`config.mk`:
```
export PLATFORM = sky130hd
export DESIGN_NAME = flash_prot_ctrl
export DESIGN_NICKNAME = d
export VERILOG_FILES = /design/src/rtl/flash_prot_pkg.sv /design/src/rtl/fp_nv_store.sv /design/src/rtl/fp_regs.sv /design/src/rtl/fp_access_check.sv /design/src/rtl/flash_prot_ctrl.sv
export SDC_FILE = /design/constraint.sdc
export NUM_CORES = 1
export LEC_CHECK = 0
export BUFFER_PORTS_ARGS = -buffer_cell sky130_fd_sc_hd__buf_2
export CORE_UTILIZATION = 52
export CTS_CLUSTER_SIZE = 16
export DETAILED_ROUTE_END_ITERATION = 10
export PLACE_DENSITY = 0.95
export SYNTH_ARGS = -nofsm -noshare
export SYNTH_HDL_FRONTEND = slang
export SYNTH_SLANG_ARGS = --single-unit
```
`constraint.sdc`:
```
create_clock -name clk -period 5.94 [get_ports clk]
set_input_delay 1.188 -clock clk [delete_from_list [all_inputs] [get_ports clk]]
set_output_delay 1.188 -clock clk [all_outputs]
set_load 0.005 [all_outputs]
```
`src/rtl/flash_prot_pkg.sv`:
```
// Package: shared encodings for the flash protection controller.
// Assumes a register interface with at most 8 offsets.
package flash_prot_pkg;

    typedef enum logic [1:0] {
        OP_READ   = 2'd0,
        OP_PROG   = 2'd1,
        OP_PERASE = 2'd2,
        OP_MERASE = 2'd3
    } fp_op_e;

    localparam logic [2:0] REG_ADDR = 3'd0;
    localparam logic [2:0] REG_CTRL = 3'd1;
    localparam logic [2:0] REG_RDEN = 3'd2;
    localparam logic [2:0] REG_PEEN = 3'd3;
    localparam logic [2:0] REG_STAT = 3'd4;
    localparam logic [2:0] REG_MASK = 3'd5;

endpackage

```
`src/rtl/fp_nv_store.sv`:
```
// Module: fp_nv_store
// Holds the committed (non-volatile) copies of both permission vectors
// and runs the fixed-length commit sequence.
// Assumes: nvm_init_n is asserted only for factory initialisation.
// rst_n aborts a running commit but never touches the committed copies.
module fp_nv_store #(
    parameter int NUM_BLK       = 8,
    parameter int COMMIT_CYCLES = 4
) (
    input  logic               clk,
    input  logic               rst_n,
    input  logic               nvm_init_n,
    input  logic               commit_req,
    input  logic               commit_sel,
    input  logic [NUM_BLK-1:0] rd_work,
    input  logic [NUM_BLK-1:0] pe_work,
    output logic [NUM_BLK-1:0] rd_nv,
    output logic [NUM_BLK-1:0] pe_nv,
    output logic               busy,
    output logic               commit_tgt
);
    localparam int CNT_W = $clog2(COMMIT_CYCLES + 1);

    logic [CNT_W-1:0] cnt;
    logic             commit_done;

    assign commit_done = busy && (cnt == '0);

    // Commit sequencer: start on request when idle, count down, then finish.
    always_ff @(posedge clk) begin
        if (!rst_n) begin
            busy       <= 1'b0;
            cnt        <= '0;
            commit_tgt <= 1'b0;
        end else if (commit_req && !busy) begin
            busy       <= 1'b1;
            cnt        <= CNT_W'(COMMIT_CYCLES - 1);
            commit_tgt <= commit_sel;
        end else if (busy) begin
            if (cnt == '0) begin
                busy <= 1'b0;
            end else begin
                cnt <= cnt - 1'b1;
            end
        end
    end

    // Committed copies: factory default all ones, updated at commit end.
    always_ff @(posedge clk) begin
        if (!nvm_init_n) begin
            rd_nv <= '1;
            pe_nv <= '1;
        end else if (commit_done) begin
            if (commit_tgt) begin
                pe_nv <= pe_work;
            end else begin
                rd_nv <= rd_work;
            end
        end
    end

endmodule

```
`src/rtl/fp_regs.sv`:
```
// Module: fp_regs
// Register file: address, control, working permission vectors,
// violation status and interrupt mask.
// Assumes NUM_BLK <= 32. The working vectors can only be cleared by
// software and are reloaded from the committed copies on rst_n.
module fp_regs
    import flash_prot_pkg::*;
#(
    parameter int NUM_BLK = 8
) (
    input  logic               clk,
    input  logic               rst_n,
    input  logic [2:0]         reg_sel,
    input  logic               reg_we,
    input  logic [31:0]        reg_wdata,
    output logic [31:0]        reg_rdata,
    input  logic [NUM_BLK-1:0] rd_nv,
    input  logic [NUM_BLK-1:0] pe_nv,
    input  logic               busy,
    input  logic               viol_evt,
    output logic [NUM_BLK-1:0] rd_work,
    output logic [NUM_BLK-1:0] pe_work,
    output logic               commit_req,
    output logic               commit_sel,
    output logic               viol,
    output logic               irq_en
);
    logic [31:0] addr_q;
    logic        wr_addr, wr_rden, wr_peen, wr_stat, wr_mask;

    // Decode write strobes per register.
    always_comb begin
        wr_addr    = reg_we && (reg_sel == REG_ADDR);
        wr_rden    = reg_we && (reg_sel == REG_RDEN);
        wr_peen    = reg_we && (reg_sel == REG_PEEN);
        wr_stat    = reg_we && (reg_sel == REG_STAT);
        wr_mask    = reg_we && (reg_sel == REG_MASK);
        commit_req = reg_we && (reg_sel == REG_CTRL) && reg_wdata[0];
    end

    assign commit_sel = addr_q[0];

    // Address and mask registers.
    always_ff @(posedge clk) begin
        if (!rst_n) begin
            addr_q <= '0;
            irq_en <= 1'b0;
        end else begin
            if (wr_addr) addr_q <= reg_wdata;
            if (wr_mask) irq_en <= reg_wdata[0];
        end
    end

    // Working vectors: reload on power-on reset, clear-only writes.
    always_ff @(posedge clk) begin
        if (!rst_n) begin
            rd_work <= rd_nv;
            pe_work <= pe_nv;
        end else begin
            if (wr_rden) rd_work <= rd_work & reg_wdata[NUM_BLK-1:0];
            if (wr_peen) pe_work <= pe_work & reg_wdata[NUM_BLK-1:0];
        end
    end

    // Sticky violation flag; a new violation wins over a clear.
    always_ff @(posedge clk) begin
        if (!rst_n) begin
            viol <= 1'b0;
        end else if (viol_evt) begin
            viol <= 1'b1;
        end else if (wr_stat && reg_wdata[0]) begin
            viol <= 1'b0;
        end
    end

    // Read-back multiplexer.
    always_comb begin
        case (reg_sel)
            REG_ADDR: reg_rdata = addr_q;
            REG_CTRL: reg_rdata = {31'd0, busy};
            REG_RDEN: reg_rdata = 32'(rd_work);
            REG_PEEN: reg_rdata = 32'(pe_work);
            REG_STAT: reg_rdata = {31'd0, viol};
            REG_MASK: reg_rdata = {31'd0, irq_en};
            default:  reg_rdata = '0;
        endcase
    end

endmodule

```
`src/rtl/fp_access_check.sv`:
```
// Module: fp_access_check
// Screens one access per cycle against the working permission vectors.
// Assumes the array holds NUM_BLK regions of PAGES_PER_BLK pages each,
// both powers of two, and that read data arrives with the request.
module fp_access_check
    import flash_prot_pkg::*;
#(
    parameter int NUM_BLK = 8,
    parameter int ADDR_W  = 14,
    parameter int DATA_W  = 32
) (
    input  logic               acc_valid,
    input  logic [1:0]         acc_op,
    input  logic [ADDR_W-1:0]  acc_addr,
    input  logic [DATA_W-1:0]  flash_rdata,
    input  logic [NUM_BLK-1:0] rd_work,
    input  logic [NUM_BLK-1:0] pe_work,
    output logic               acc_grant,
    output logic [DATA_W-1:0]  acc_rdata,
    output logic               viol_evt
);
    localparam int BLK_W = $clog2(NUM_BLK);

    logic [BLK_W-1:0]   blk_idx;
    logic [NUM_BLK-1:0] blk_hit;
    logic               rd_ok, pe_ok, all_pe_ok;
    fp_op_e             op;

    assign op      = fp_op_e'(acc_op);
    assign blk_idx = BLK_W'(acc_addr >> (ADDR_W - BLK_W));

    // One-hot region decode.
    for (genvar g = 0; g < NUM_BLK; g++) begin : g_hit
        assign blk_hit[g] = (blk_idx == BLK_W'(g));
    end

    assign rd_ok     = |(blk_hit & rd_work);
    assign pe_ok     = |(blk_hit & pe_work);
    assign all_pe_ok = &pe_work;

    // Permission decision per operation.
    always_comb begin
        case (op)
            OP_READ:   acc_grant = acc_valid && rd_ok;
            OP_PROG,
            OP_PERASE: acc_grant = acc_valid && pe_ok;
            default:   acc_grant = acc_valid && all_pe_ok;
        endcase
    end

    assign viol_evt  = acc_valid && !acc_grant;
    assign acc_rdata = (acc_grant && op == OP_READ) ? flash_rdata : '0;

endmodule

```
`src/rtl/flash_prot_ctrl.sv`:
```
// Module: flash_prot_ctrl (top)
// Per-region read and program/erase protection with a software commit.
// Assumes: ADDR_W covers exactly NUM_BLK*PAGES_PER_BLK pages of
// PAGE_BYTES bytes; nvm_init_n is pulsed once at factory setup.
module flash_prot_ctrl #(
    parameter int NUM_BLK       = 8,
    parameter int PAGES_PER_BLK = 2,
    parameter int PAGE_BYTES    = 1024,
    parameter int DATA_W        = 32,
    parameter int COMMIT_CYCLES = 4,
    parameter int ADDR_W        = $clog2(NUM_BLK) + $clog2(PAGES_PER_BLK) + $clog2(PAGE_BYTES)
) (
    input  logic              clk,
    input  logic              rst_n,
    input  logic              nvm_init_n,
    input  logic [2:0]        reg_sel,
    input  logic              reg_we,
    input  logic [31:0]       reg_wdata,
    output logic [31:0]       reg_rdata,
    input  logic              acc_valid,
    input  logic [1:0]        acc_op,
    input  logic [ADDR_W-1:0] acc_addr,
    input  logic [DATA_W-1:0] flash_rdata,
    output logic              acc_grant,
    output logic [DATA_W-1:0] acc_rdata,
    output logic              irq
);
    logic [NUM_BLK-1:0] rd_work, pe_work, rd_nv, pe_nv;
    logic               busy, commit_tgt, commit_req, commit_sel;
    logic               viol, irq_en, viol_evt;

    fp_nv_store #(.NUM_BLK(NUM_BLK), .COMMIT_CYCLES(COMMIT_CYCLES)) u_nv (
        .clk(clk), .rst_n(rst_n), .nvm_init_n(nvm_init_n),
        .commit_req(commit_req), .commit_sel(commit_sel),
        .rd_work(rd_work), .pe_work(pe_work),
        .rd_nv(rd_nv), .pe_nv(pe_nv),
        .busy(busy), .commit_tgt(commit_tgt)
    );

    fp_regs #(.NUM_BLK(NUM_BLK)) u_regs (
        .clk(clk), .rst_n(rst_n),
        .reg_sel(reg_sel), .reg_we(reg_we), .reg_wdata(reg_wdata), .reg_rdata(reg_rdata),
        .rd_nv(rd_nv), .pe_nv(pe_nv), .busy(busy), .viol_evt(viol_evt),
        .rd_work(rd_work), .pe_work(pe_work),
        .commit_req(commit_req), .commit_sel(commit_sel),
        .viol(viol), .irq_en(irq_en)
    );

    fp_access_check #(.NUM_BLK(NUM_BLK), .ADDR_W(ADDR_W), .DATA_W(DATA_W)) u_chk_path (
        .acc_valid(acc_valid), .acc_op(acc_op), .acc_addr(acc_addr),
        .flash_rdata(flash_rdata), .rd_work(rd_work), .pe_work(pe_work),
        .acc_grant(acc_grant), .acc_rdata(acc_rdata), .viol_evt(viol_evt)
    );

    // Interrupt output: sticky violation gated by the mask.
    assign irq = viol & irq_en;

endmodule

```
==> summary.md <==
| Metric | Value |
|---|---|
| Final Wtd Congestion | `between 0.8 and 0.9` |
| Setup Viol. Count Final | `0` |
| Initial Util | `between 50% and 60%` |
| Area growth syn-to-layout | `21.5%` |
| Launching element of the worst setup path | `acc_addr[11]` |
| Reg2Reg Setup Slack | `3610 ps` |
| Core outline area | `6940 µm²` |
| Diodes inserted | `0` |
| Min-delay worst type | `register to register` |
| Post-Synthesis Net Count | `between 500 and 600` |
| Antenna-violating nets left | `0` |
| Fin crit share | `76.9%` |
| Clk_lat worst skew | `340 ps` |
| Run status | `finished, final reports clean` |
| Fill count | `between 500 and 600` |
| Die Area | `roughly 7700 µm²` |
| Capture point of the worst reg-to-reg path | `u_regs.viol` |
| Cell count after synthesis | `~490` |
| Worst vdd rail ir drop | `approximately 130 µV` |
| Worst clock skew on the final layout | `~9.1 ps` |
| Required time of the worst setup path | `~4800 ps` |
| Reg2Reg Launch Point | `u_regs.pe_work[7]` |
| Aggregate routed wire length | `9930 µm` |
| Area of the multi-input gates | `just under 2000 µm²` |
| Combinational family with the most area after synthesis | `simple AND/OR/NAND/NOR gates` |
| Hold Worst Slack | `around 470 ps` |
| Count of buffers inserted at the top-level ports | `142` |
| Commonest cells post-synth | `nand2_1, dfxtp_1, a21oi_1` |
| Setup repair after global routing missed its margin | `false` |
| TNS Setup | `0 ps` |
| Post-synthesis instance area | `3800 µm²` |
| Start point of the worst min-delay path | `u_regs.addr_q[27]` |
| Final core occ | `between 60% and 70%` |
| Area occupied by registers | `approximately 1600 µm²` |
| Final count of pins violating max slew | `0` |
| Worst-case hold path end point | `u_regs.addr_q[27]` |
| Worst Max-Slew Pin Slew | `approximately 1300 ps` |
| Remaining design rule violation count | `0` |
| Total number of clock tree sinks | `71` |
| List of cells traversed by the critical path | `buf_2, mux2i_1, nor2_1, o311a_1, nor3_4, a21boi_0, buf_2` |
| Starting DRC count in detailed routing | `approximately 380` |
| Post-detailed-route wirelength per cell | `between 10 and 15 µm` |
| Peak fanout along the critical path | `34` |
| Final count of hold timing violations | `0` |
| Max Freq | `about 220 MHz` |
| Final net count | `692` |
| Total congestion overflow | `0` |
| DR vias/cell | `5.43` |
| Number of hold buffers added after CTS | `0` |
| Critical path's slowest cell | `nor3_4` |
| Top area cells in the synthesized netlist | `dfxtp_1, edfxtp_1, nand2_1` |
| Post-synthesis xor/xnor area fraction | `less than 1%` |
| Placed cell count | `around 700` |
| Total number of vias | `around 3800` |
| I/O pins | `154` |
| Root buf cell | `clkbuf_8` |
| Top cell type's share of synthesized area | `about 29%` |
| Total CTS buffers | `9` |
| Die Y | `roughly 88 µm` |
| Max-Cap Viols | `0` |
| Global-route wire length before repair | `15300 µm` |
| Top cell type by total area after synthesis | `dfxtp_1` |
| Synth Warn # | `0` |
| Number of synthesized register bits | `~70` |
| Crit path capture type | `primary output` |
| Hold path cells | `2` |
| Via count of the first global-routing pass | `3357` |
| Final cell count without fillers | `700` |
| Maximum number of pins on one net before global-route repair | `75` |
| Number of antenna violations at the first check in global routing | `0` |
| Min cycle time layout | `around 4600 ps` |
| Share of layout cells above drive strength 1 | `26.5%` |
| Synthesized area divided by synthesized cell count | `7.85 µm²` |
| Placed wire-length estimate after detailed placement | `between 6000 and 7000 µm` |
| Maximum clock insertion buffer count | `2` |
| Number of flops mapped to enable cells by yosys | `16` |
| Element type at the critical path start | `primary input` |
| Multiplexer share of the synthesized area | `around 4.5%` |
| Number of rows in the core area | `30` |
| Delay of the slowest critical-path stage | `900 ps` |
| Reg2Reg Depth | `5` |
| Length of the first detailed-routing pass in iterations | `5` |
| Post-synthesis compound-gate area fraction | `19.7%` |
| Total power density per cell area | `between 200 and 250 nW/µm²` |
| Simple-gate share of the synthesized area | `between 20 and 30%` |
| Clock tree from TritonCTS | `yes` |
| Synth async-reset ratio | `0%` |
| X dimension of the die | `approximately 88 µm` |
| Max-slew headroom | `between 15 and 20%` |
| CP Class | `primary input to primary output` |
| Static Leak | `between 0.002 and 0.0025 µW` |
| H-tree level count | `3` |
| Adder and majority gate portion of the synthesized area | `roughly 1.3%` |
| Gates resized, CTS repair | `0` |
| Setup repair bufs after CTS | `0` |
| Count of unique library cells instantiated by Yosys | `38` |
| Clock-pin slew on the worst setup and hold paths | `roughly 70 ps` |
| Arrival time at the worst endpoint | `~3400 ps` |
| Overall routing resource usage | `roughly a quarter` |
| Most numerous cell in the Yosys netlist | `nand2_1` |
| Sequential area share after synthesis | `between 40% and 50%` |
| Most prevalent standard cell on the critical path | `buf_2` |
| Top flip-flop cell by instance count after synthesis | `dfxtp_1` |
-- sequential cells by signal (all words and copies together) (netlist names) --
register         cells
u_nv.cnt             3
u_nv.busy            1
u_nv.rd_nv           8
u_regs.pe_work       8
u_nv.pe_nv           8
u_nv.commit_tgt      1
u_regs.viol          1
u_regs.addr_q       32
u_regs.rd_work       8
u_regs.irq_en        1
-- worst max-delay path, delay by kind of cell --
family	cells	cell delay, ps
simple gates	2	960
compound gates	2	590
buf+inv	2	400
mux	1	220
-- placed cells by master, fill, tap and decap left out, drive strengths merged, types with 13 or more instances in the layout --
| cell type | instances |
|---|---|
| a21boi | 36 |
| a21oi | 43 |
| and2 | 29 |
| buf | 143 |
| clkbuf | 13 |
| dfxtp | 55 |
| edfxtp | 16 |
| inv | 21 |
| mux2i | 16 |
| nand2 | 119 |
| nand3 | 21 |
| nor2 | 20 |
| o211ai | 17 |
| o21ai | 21 |
-- through the flow --
stage          total power (µW)  instance area, µm²  setup slack, ps
3_5_place_dp                662                4460             1390
2_1_floorplan               612                3800             2300
6_report                    985                4620             1370
4_1_cts                     983                4620             1380
3_3_place_gp                656                4460             1480
5_1_grt                    1020                4620             1190
-- routing by layer --
layer	up-vias	global-route usage (%)	share of wire (%)
met3	32	3.68	6.3
met2	187	46.5	50
li1	1860	-	-
met4	0	14.5	3.1
met5	-	0	0
met1	1720	29.4	41
-- how the worst max path moves through the flow --
stage | end | slack, ps | cells after the start
CTS | acc_grant | 1380 | 7
detailed placement | acc_grant | 1390 | 7
global placement | acc_grant | 1480 | 7
floorplan | acc_rdata[10] | 2300 | 7
global route | acc_grant | 1190 | 7
finish | acc_grant | 1370 | 7
-- where the power goes --
group	leakage (µW)	internal [µW]	total [µW]	switching, µW
clock	0.0000833	160	331	171
combinational	0.00144	54.2	130	75.7
sequential	0.000600	510	524	14.4
-- cell families (layout without fill, tap and decap cells) --
logic type,count (synthesis),in the layout
AOI/OAI and AO/OA,120,120
buffers and inverters,60,179
DFF,71,71
adders and majority gates,4,4
muxes,17,17
and+or+nand+nor,212,212
xor gates and xnor gates,1,1
-- cell type report --
class	count	share of cell area [%]
clock buffers	13	3.22
clock inverters	2	0.217
inverters	21	1.71
multi-input cells	354	42.5
flip-flops and latches	71	34.2
well taps	96	2.60
repair buffers	143	15.5
Power figures use the tool's default switching activity.
